==> src/rtl/ccr_pkg.sv <==
package ccr_pkg;

  typedef enum logic [1:0] {
    CLS_ADD   = 2'd0,
    CLS_SUB   = 2'd1,
    CLS_TEST  = 2'd2,
    CLS_SHIFT = 2'd3
  } op_class_e;

  // Register layout, bit 7 down to bit 0: S X H I N Z V C
  localparam int CCR_W  = 8;
  localparam int BIT_C  = 0;
  localparam int BIT_V  = 1;
  localparam int BIT_Z  = 2;
  localparam int BIT_N  = 3;
  localparam int ARITH_LO = 0;
  localparam int ARITH_HI = 3;

  typedef struct packed {
    logic n;
    logic z;
    logic v;
    logic c;
  } nzvc_t;

endpackage

==> src/rtl/ccr_lane.sv <==
// Flag evaluation for one operand width.
module ccr_lane
  import ccr_pkg::*;
#(
  parameter int W = 8
) (
  input  logic [1:0]   op_class_i,
  input  logic [W-1:0] a_i,
  input  logic [W-1:0] b_i,
  input  logic [W-1:0] r_i,
  input  logic         shift_c_i,
  input  logic         c_prev_i,
  output nzvc_t        flags_o
);

  localparam int MSB = W - 1;

  function automatic logic add_carry(input logic [W-1:0] a, b, r);
    logic [W-1:0] t;
    t = (a & b) | (b & ~r) | (a & ~r);
    return t[MSB];
  endfunction

  function automatic logic add_ovf(input logic [W-1:0] a, b, r);
    logic [W-1:0] t;
    t = (a & b & ~r) | (~a & ~b & r);
    return t[MSB];
  endfunction

  function automatic logic sub_borrow(input logic [W-1:0] a, b, r);
    logic [W-1:0] t;
    t = (~a & b) | (b & r) | (~a & r);
    return t[MSB];
  endfunction

  function automatic logic sub_ovf(input logic [W-1:0] a, b, r);
    logic [W-1:0] t;
    t = (a & ~b & ~r) | (~a & b & r);
    return t[MSB];
  endfunction

  op_class_e cls;
  logic      res_neg;
  logic      res_zero;

  assign cls      = op_class_e'(op_class_i);
  assign res_neg  = r_i[MSB];
  assign res_zero = (r_i == '0);

  always_comb begin
    flags_o.n = res_neg;
    flags_o.z = res_zero;
    unique case (cls)
      CLS_ADD: begin
        flags_o.c = add_carry(a_i, b_i, r_i);
        flags_o.v = add_ovf(a_i, b_i, r_i);
      end
      CLS_SUB: begin
        flags_o.c = sub_borrow(a_i, b_i, r_i);
        flags_o.v = sub_ovf(a_i, b_i, r_i);
      end
      CLS_TEST: begin
        flags_o.c = c_prev_i;
        flags_o.v = 1'b0;
      end
      default: begin
        flags_o.c = shift_c_i;
        flags_o.v = res_neg ^ shift_c_i;
      end
    endcase
  end

endmodule

==> src/rtl/ccr_reg.sv <==
// Condition code storage; whole-register write outranks a flag update.
module ccr_reg
  import ccr_pkg::*;
#(
  parameter logic [CCR_W-1:0] RST_VAL = 8'hD0
) (
  input  logic             clk,
  input  logic             rst_n,
  input  logic             upd_fire_i,
  input  logic             wr_fire_i,
  input  logic [CCR_W-1:0] wr_data_i,
  input  nzvc_t            flags_i,
  output logic [CCR_W-1:0] q_o
);

  always_ff @(posedge clk or negedge rst_n) begin
    if (!rst_n) begin
      q_o <= RST_VAL;
    end else if (wr_fire_i) begin
      q_o <= wr_data_i;
    end else if (upd_fire_i) begin
      q_o[ARITH_HI:ARITH_LO] <= flags_i;
    end
  end

endmodule

==> src/rtl/ccr_flag_unit.sv <==
module ccr_flag_unit
  import ccr_pkg::*;
#(
  parameter int                DATA_W   = 16,
  parameter int                NARROW_W = 8,
  parameter logic [CCR_W-1:0]  RST_VAL  = 8'hD0
) (
  input  logic              clk,
  input  logic              rst_n,
  input  logic              upd_en,
  input  logic [1:0]        op_class,
  input  logic              wide,
  input  logic [DATA_W-1:0] opnd_a,
  input  logic [DATA_W-1:0] opnd_b,
  input  logic [DATA_W-1:0] result,
  input  logic              shift_carry,
  input  logic              wr_en,
  input  logic [CCR_W-1:0]  wr_data,
  output logic [CCR_W-1:0]  ccr_q,
  output logic              flag_n,
  output logic              flag_z,
  output logic              flag_v,
  output logic              flag_c
);

  localparam int NUM_LANES = 2;

  nzvc_t lane_flags [NUM_LANES];
  nzvc_t sel_flags;
  logic  upd_fire;
  logic  wr_fire;
  logic  c_prev;

  assign wr_fire  = wr_en;
  assign upd_fire = upd_en & ~wr_en;
  assign c_prev   = ccr_q[BIT_C];

  for (genvar gi = 0; gi < NUM_LANES; gi++) begin : g_lane
    localparam int LW = (gi == 0) ? NARROW_W : DATA_W;
    ccr_lane #(.W(LW)) u_lane (
      .op_class_i (op_class),
      .a_i        (opnd_a[LW-1:0]),
      .b_i        (opnd_b[LW-1:0]),
      .r_i        (result[LW-1:0]),
      .shift_c_i  (shift_carry),
      .c_prev_i   (c_prev),
      .flags_o    (lane_flags[gi])
    );
  end

  assign sel_flags = wide ? lane_flags[1] : lane_flags[0];

  ccr_reg #(.RST_VAL(RST_VAL)) u_reg (
    .clk        (clk),
    .rst_n      (rst_n),
    .upd_fire_i (upd_fire),
    .wr_fire_i  (wr_fire),
    .wr_data_i  (wr_data),
    .flags_i    (sel_flags),
    .q_o        (ccr_q)
  );

  assign flag_n = ccr_q[BIT_N];
  assign flag_z = ccr_q[BIT_Z];
  assign flag_v = ccr_q[BIT_V];
  assign flag_c = ccr_q[BIT_C];

endmodule

==> config.mk <==
export PLATFORM = sky130hd
export DESIGN_NAME = ccr_flag_unit
export DESIGN_NICKNAME = d
export VERILOG_FILES = /design/src/rtl/ccr_pkg.sv /design/src/rtl/ccr_lane.sv /design/src/rtl/ccr_reg.sv /design/src/rtl/ccr_flag_unit.sv
export SDC_FILE = /design/constraint.sdc
export NUM_CORES = 1
export LEC_CHECK = 0
export ABC_CLOCK_PERIOD_IN_PS = 2000
export BUFFER_PORTS_ARGS = -buffer_cell sky130_fd_sc_hd__buf_2
export CORE_UTILIZATION = 35
export DETAILED_ROUTE_END_ITERATION = 8
export PLACE_DENSITY = 0.79
export SYNTH_ARGS = -nofsm -noshare
export SYNTH_HDL_FRONTEND = slang
export SYNTH_HIERARCHICAL = 1
export SYNTH_SLANG_ARGS = --single-unit
==> constraint.sdc <==
create_clock -name clk -period 2 [get_ports clk]
set_clock_uncertainty 0.1 [all_clocks]
set_input_delay 0.1 -clock clk [delete_from_list [all_inputs] [get_ports clk]]
set_output_delay 0.1 -clock clk [all_outputs]
set_load 0.02 [all_outputs]
==> impl_metrics.yaml, run 1 <==
worst_hold_path:
  hp-start: "wr_en"
  hp-class: "in -> reg"
  min_path_cells: 3
sta:
  clock.fmax_ghz: 0.668
  slew_viol_final: 0
  timing_worst_slew_pin_value_ns: 0.428
  setup_ws_ns: 0.502
  setup_total_negative_slack_ns: 0
  final-setup-viol-count: 0
  endpoints_failing_hold: 0
  timing.hold.ws_ns: 0.112
  unrepaired_setup_endpoints_after_global_routing: "false"
  period_needed_ns: 1.50
  post-route-period-util: 0.749
  timing.max_slew.rel_slack: 0.714
critical_path:
  max_fo_critical_path: 5
  crit_path_cell_trace: "mux2_2 -> nand2_1 -> o31ai_1 -> mux2_2 -> mux2i_1 -> o21ai_0"
  startpoint_type: "register"
  critPathMaxStageDelay_ns: 0.41
  worst_ep_required_time_ns: 2.02
  worst_r2r_path_depth: 6
  cp_common_cell: "mux2_2"
  worst_r2r_startpoint: "u_reg/q_o[0]"
  cpLargestDelayFamily: "multiplexers"
  worst_ep_arrival_time_ns: 1.52
  critical_path_depth: 6
  timing.critical_path.from: "u_reg/q_o[0]"
  worst_path_max_delay_cell: "dfrtp_1"
  crit_path_end_kind: "register"
  crit_type: "reg -> reg"
  critical_path.n_buffers_inverters: 0
place:
  gp_congestion: 0.753
  port-buffer-count: 47
  dp_hpwl_um: 1270
  dpl.cell_count: 146
  dp_worst_setup_slack_ns: 0.488
logic_synthesis:
  synth.yosys.seq_area_share: 0.266
  dominant_cells_by_area_after_synthesis: "dfrtp_1, mux2_2, dfstp_2, buf_4, mux2i_1"
  synth_edf_count: 0
  postSynthRegisterBits: 8
  synthesized_area_fraction_occupied_by_ao_oa_aoi_and_oai_cells: 0.129
  synthAdderAreaFrac: 0
  ys_types: 29
  post_synth_and_or_nand_nor_area_fraction: 0.233
  synthesis.area_um2: 767
  postSynthNetCount: 147
  yosys_warnings: 6
  netlist_instances: 83
  synth_xor_area_frac: 0.0228
  yosys_most_used_dff: "dfrtp_1"
  synthTopCellsByCount: "buf_4, mux2_2, nand2_1"
  yosys.cell_count.top_type: "buf_4"
  asyncSetResetFlopFracSynth: 1.00
  dominant_combinational_cell_family_by_area_after_synthesis: "simple AND/OR/NAND/NOR gates"
  synth_top_area_cell: "dfrtp_1"
  yosys-mux-area-fraction: 0.222
  syn-mean-instance-area_um2: 9.24
  yosys.area.top_type_share: 0.163
status:
  status: "completed"
pwr:
  cell_internal_power_w: 0.000358
  ir_drop_mv: 0.371
  pwr-share-comb: 0.379
  cellPowerDensity_mw_per_mm2: 491
  power.switching_w: 0.000164
  total_power_w: 0.000521
  leakagePower_nw: 0.517
  sw_frac_of_total: 0.314
  part_of_the_total_power_dissipated_in_the_clock_network: 0.250
  share_seq_of_total_power: 0.371
detailed_routing:
  drc: 0
  num_vias: 763
  drt-total-wl_um: 1730
  routed_wire_length_per_instance_um: 10.9
  via_per_inst: 4.80
  drt_pre_antenna_iters: 4
  drt_iter0_markers: 4
  route.antenna.remaining_nets: 0
floorplan:
  die_x_um: 48.8
  die_height_um: 48.8
  std_cell_rows: 16
  initial_core_util: 0.383
  dieArea_mm2: 0.00238
  core_mm2: 0.00200
  pin_count: 76
final_layout:
  largest_reg_flops: 8
  drive_above_1_share: 0.500
  num-nets-final: 197
  fin_cells: 159
  area_growth_pct: 38.5
  diodes: 0
  max_flop_register: "u_reg/q_o"
  reg_top3: "u_reg/q_o: 8 flops"
global_route:
  antenna_found_initial: 0
  gr-total-overflow: 0
  grt_first_pass_wirelength_um: 2840
  grtUsageTotal: 0.150
  grt_pass1_vias: 717
  grt_max_degree: 14
cts:
  ctsResizeCount: 0
  clock_tree_from_tritoncts: "yes"
  cts-root-to-sink-buffers: 2
  buffer_count_from_post_cts_setup_fixing: 0
  clock_sinks: 8
  tritoncts.num_buffers: 3
  worst_skew_pair.late_latency_ns: 0.24
  clk_root_buffer_cell: "clkbuf_4"
  cts.htree.levels: 1
  postCtsHoldBufs: 9
  worst_setup_hold_path_clk_slew_ns: 0.06
flow_run:
  max_cap_violations: 0
-- metal layers --
layer | up-vias | wire, µm | share of wire | track usage
met3 | 0 | 89 | 0.052 | 0.0312
met4 | 0 | 0 | 0 | 0.0441
met1 | 343 | 744 | 0.43 | 0.176
met5 | - | 0 | 0 | 0
li1 | 395 | - | - | -
met2 | 25 | 892 | 0.52 | 0.271
-- cell type report --
| cell class | instances | area (µm²) |
|---|---|---|
| clock buffers | 4 | 26.3 |
| fillers | 189 | 940 |
| inverters | 2 | 7.51 |
| multi-input cells | 62 | 465 |
| flip-flops and latches | 8 | 204 |
| well taps | 27 | 33.8 |
| repair buffers | 56 | 325 |
-- power groups by stage --
| stage | logic, W | clock network (W) | registers, W |
|---|---|---|---|
| global route | 0.000215 | 0.000146 | 0.000196 |
| global placement | 0.000180 | 0 | 0.000195 |
| finish | 0.000198 | 0.000130 | 0.000193 |
| CTS | 0.000198 | 0.000139 | 0.000194 |
| detailed placement | 0.000185 | 0 | 0.000196 |
| floorplan | 0.0000991 | 0 | 0.000216 |
-- kinds of logic (layout without fill, tap and decap cells) --
logic type,count (synthesis),count (layout)
simple gates,30,30
flops,8,8
buf+inv,13,62
compound gates,15,15
mux,15,15
xor+xnor,2,2
-- metrics by stage --
| stage | area [µm²] | util |
|---|---|---|
| detailed placement | 946 | 0.473 |
| floorplan | 767 | - |
| finish | 1060 | 0.531 |
| CTS | 1060 | 0.531 |
| global route | 1060 | 0.531 |
| global placement | 946 | 0.473 |
-- final timing paths --
check | end | slack [ns]
max | u_reg/q_o[0] | 0.50
min | u_reg/q_o[2] | 0.11
max reg2reg | u_reg/q_o[0] | 0.50
min reg2reg | u_reg/q_o[5] | 0.41
max in group asynchronous | u_reg/q_o[6] | 1.43
min in group asynchronous | u_reg/q_o[2] | 0.12
-- placed cells by master (no fill, tap or decap), drive strengths merged --
cell type / netlist / layout
o31ai: 2 / 2
nor2b: 4 / 4
nor2: 3 / 3
o211a: 1 / 1
nor3b: 2 / 2
dlygate4sd3: 0 / 9
nand2: 7 / 7
nor4: 4 / 4
nor3: 2 / 2
and4: 1 / 1
a221oi: 1 / 1
a21oi: 2 / 2
and2b: 2 / 2
a211oi: 1 / 1
o32ai: 2 / 2
o21ai: 6 / 6
or4: 2 / 2
xor2: 2 / 2
clkbuf: 0 / 4
dfstp: 3 / 3
buf: 11 / 47
and2: 1 / 1
mux2i: 5 / 5
inv: 2 / 2
mux2: 10 / 10
and3b: 2 / 2
dfrtp: 5 / 5
-- tightest hold or removal path: stages --
cell	delay, ns
buf_2	0.18
nand2_1	0.09
o21ai_1	0.05
(Power assumes the default switching activity.)
==> run 2: changes to the inputs <==
--- a/config.mk
+++ b/config.mk
@@ -5,11 +5,12 @@
 export SDC_FILE = /design/constraint.sdc
 export NUM_CORES = 1
 export LEC_CHECK = 0
-export ABC_CLOCK_PERIOD_IN_PS = 2000
+export ABC_AREA = 1
+export ABC_CLOCK_PERIOD_IN_PS = 1350
 export BUFFER_PORTS_ARGS = -buffer_cell sky130_fd_sc_hd__buf_2
-export CORE_UTILIZATION = 35
+export CORE_UTILIZATION = 32
 export DETAILED_ROUTE_END_ITERATION = 8
-export PLACE_DENSITY = 0.79
+export PLACE_DENSITY = 0.76
 export SYNTH_ARGS = -nofsm -noshare
 export SYNTH_HDL_FRONTEND = slang
 export SYNTH_HIERARCHICAL = 1
==> constraint.sdc (replaced) <==
create_clock -name clk -period 1.35 [get_ports clk]
set_clock_uncertainty 0.1 [all_clocks]
set_input_delay 0.0675 -clock clk [delete_from_list [all_inputs] [get_ports clk]]
set_output_delay 0.0675 -clock clk [all_outputs]
set_load 0.02 [all_outputs]
==> impl_metrics.yaml, run 2 <==
floorplan:
  dieArea_mm2: 0.00259
  pin_count: 76
  initial_core_util: 0.343
  std_cell_rows: 17
  die_height_um: 50.9
  die_x_um: 50.9
  core_mm2: 0.00223
critical_path:
  max_fo_critical_path: 2
  crit_path_cell_trace: "buf_2"
  startpoint_type: "register"
  worst_ep_arrival_time_ns: 0.93
  critical_path.n_buffers_inverters: 1
  critPathMaxStageDelay_ns: 0.53
  worst_ep_required_time_ns: 1.18
  worst_path_max_delay_cell: "dfstp_2"
  crit_type: "reg -> out"
  crit_path_end_kind: "output port"
  cpLargestDelayFamily: "flip-flops"
logic_synthesis:
  netlist_instances: 135
  ys_types: 16
  syn-mean-instance-area_um2: 5.67
  dominant_cells_by_area_after_synthesis: "nand2_1, dfrtp_1, dfstp_2, nand3_1, nor2_1"
  synthesis.area_um2: 766
  synth.yosys.seq_area_share: 0.266
  synthTopCellsByCount: "nand2_1, nor2_1, nand3_1"
  yosys_warnings: 6
  synth_edf_count: 0
  postSynthNetCount: 199
  synth_top_area_cell: "nand2_1"
  yosys.cell_count.top_type: "nand2_1"
  yosys_most_used_dff: "dfrtp_1"
  asyncSetResetFlopFracSynth: 1.00
  postSynthRegisterBits: 8
  yosys.area.top_type_share: 0.284
cts:
  worst_skew_pair.late_latency_ns: 0.25
  clock_sinks: 8
  cts-root-to-sink-buffers: 2
  clk_root_buffer_cell: "clkbuf_4"
  tritoncts.num_buffers: 3
  ctsResizeCount: 0
  buffer_count_from_post_cts_setup_fixing: 0
  cts.htree.levels: 1
  worst_setup_hold_path_clk_slew_ns: 0.05
  clock_tree_from_tritoncts: "yes"
global_route:
  antenna_found_initial: 0
  grt_max_degree: 12
  grtUsageTotal: 0.169
  grt_first_pass_wirelength_um: 3370
  grt_pass1_vias: 888
  gr-total-overflow: 0
final_layout:
  max_flop_register: "u_reg/q_o"
  diodes: 0
  commonest_cells_after_routing_fill_and_taps_aside: "nand2_1, buf_2, nor2_1, nand3_1, inv_1"
  largest_reg_flops: 8
  area_growth_pct: 41.2
  mostFrequentLayoutCell: "nand2_1"
  num-nets-final: 251
  postLayoutCellArea_mm2: 0.00108
  drive_above_1_share: 0.301
  reg_top3: "u_reg/q_o: 8 flops"
detailed_routing:
  drt_iter0_markers: 26
  drt-total-wl_um: 2040
  drc: 0
  via_per_inst: 4.59
  num_vias: 982
  route.antenna.remaining_nets: 0
  drt_pre_antenna_iters: 4
  routed_wire_length_per_instance_um: 9.54
pwr:
  leakagePower_nw: 0.635
  cellPowerDensity_mw_per_mm2: 706
  total_power_w: 0.000763
  ir_drop_mv: 0.474
place:
  dpl_cell_area_um2: 965
  dp_hpwl_um: 1450
  dp_worst_setup_slack_ns: 0.254
  port-buffer-count: 47
  gp_congestion: 0.851
sta:
  endpoints_failing_hold: 0
  setup_total_negative_slack_ns: 0
  clock.fmax_ghz: 0.909
  setup_ws_ns: 0.250
  post-route-period-util: 0.814
  period_needed_ns: 1.10
  final-setup-viol-count: 0
  timing_worst_slew_pin_value_ns: 0.351
  timing.max_slew.rel_slack: 0.765
  unrepaired_setup_endpoints_after_global_routing: "false"
  slew_viol_final: 0
flow_run:
  max_cap_violations: 0
worst_hold_path:
  hp-class: "in -> reg"
status:
  status: "completed"
## run 2: cell count changes in the layout (fill, tap and decap cells not counted), moves of 3 or more
cell	change
inv_1	+9
nand4_1	+4
o21ai_0	-3
mux2_2	-8
nor2_1	+17
nand3_1	+15
nor2b_1	-4
nand2_1	+51
mux2i_1	-5
nor4_1	-3
## run 2: final cells by class
cell class / instances / area (µm²)
fillers: 254 / 1150
inverters: 13 / 48.8
flip-flops and latches: 8 / 204
well taps: 28 / 35.0
multi-input cells: 105 / 442
repair buffers: 56 / 325
clock buffers: 4 / 26.3
## run 2: cell families (layout without fill, tap and decap cells)
logic type             count (synthesis)  after routing  synth area share
AND/OR/NAND/NOR                      100            100             0.539
AO/OA/AOI/OAI                          4              4            0.0261
buffers and inverters                 22             73             0.157
flip-flops                             8              8             0.266
XOR/XNOR                               1              1            0.0114
## run 2: final timing paths
check,start,to,slack (ns),cells past startpoint
worst max-delay path,u_reg/q_o[6],ccr_q[6],0.25,1
worst min-delay path,wr_en,u_reg/q_o[6],0.02,3
worst max register to register,u_reg/q_o[0],u_reg/q_o[0],0.25,6
worst min register to register,u_reg/q_o[6],u_reg/q_o[6],0.37,2
max in group asynchronous,rst_n,u_reg/q_o[4],0.82,2
min in group asynchronous,rst_n,u_reg/q_o[3],0.09,2
## run 2: metal layers
metal / part of all wire / track usage
met5: 0 / 0
met4: 0.021 / 0.0556
met3: 0.050 / 0.0268
met2: 0.49 / 0.298
met1: 0.44 / 0.206
## run 2: what timing repair did
| item | in CTS | in global routing |
|---|---|---|
| setup endpoints to repair | 0 | 0 |
| hold buffers | 9 | 0 |
| hold endpoints to repair | 16 | 0 |
## run 2: through the flow
| step | cells | hold slack, ns | util |
|---|---|---|---|
| 2_1_floorplan | 135 | -0.328 | - |
| 3_3_place_gp | 201 | -0.187 | 0.432 |
| 3_5_place_dp | 201 | -0.188 | 0.432 |
| 4_1_cts | 214 | 0.00461 | 0.484 |
| 5_1_grt | 214 | 0.000495 | 0.484 |
| 6_report | 214 | 0.0169 | 0.484 |
## run 2: where the power goes
part,internal [W],switching (W),leakage [nW],total (W)
clock network,0.000113,0.0000783,0.0150,0.000191
logic,0.000121,0.000167,0.527,0.000287
registers,0.000269,0.0000158,0.0928,0.000284
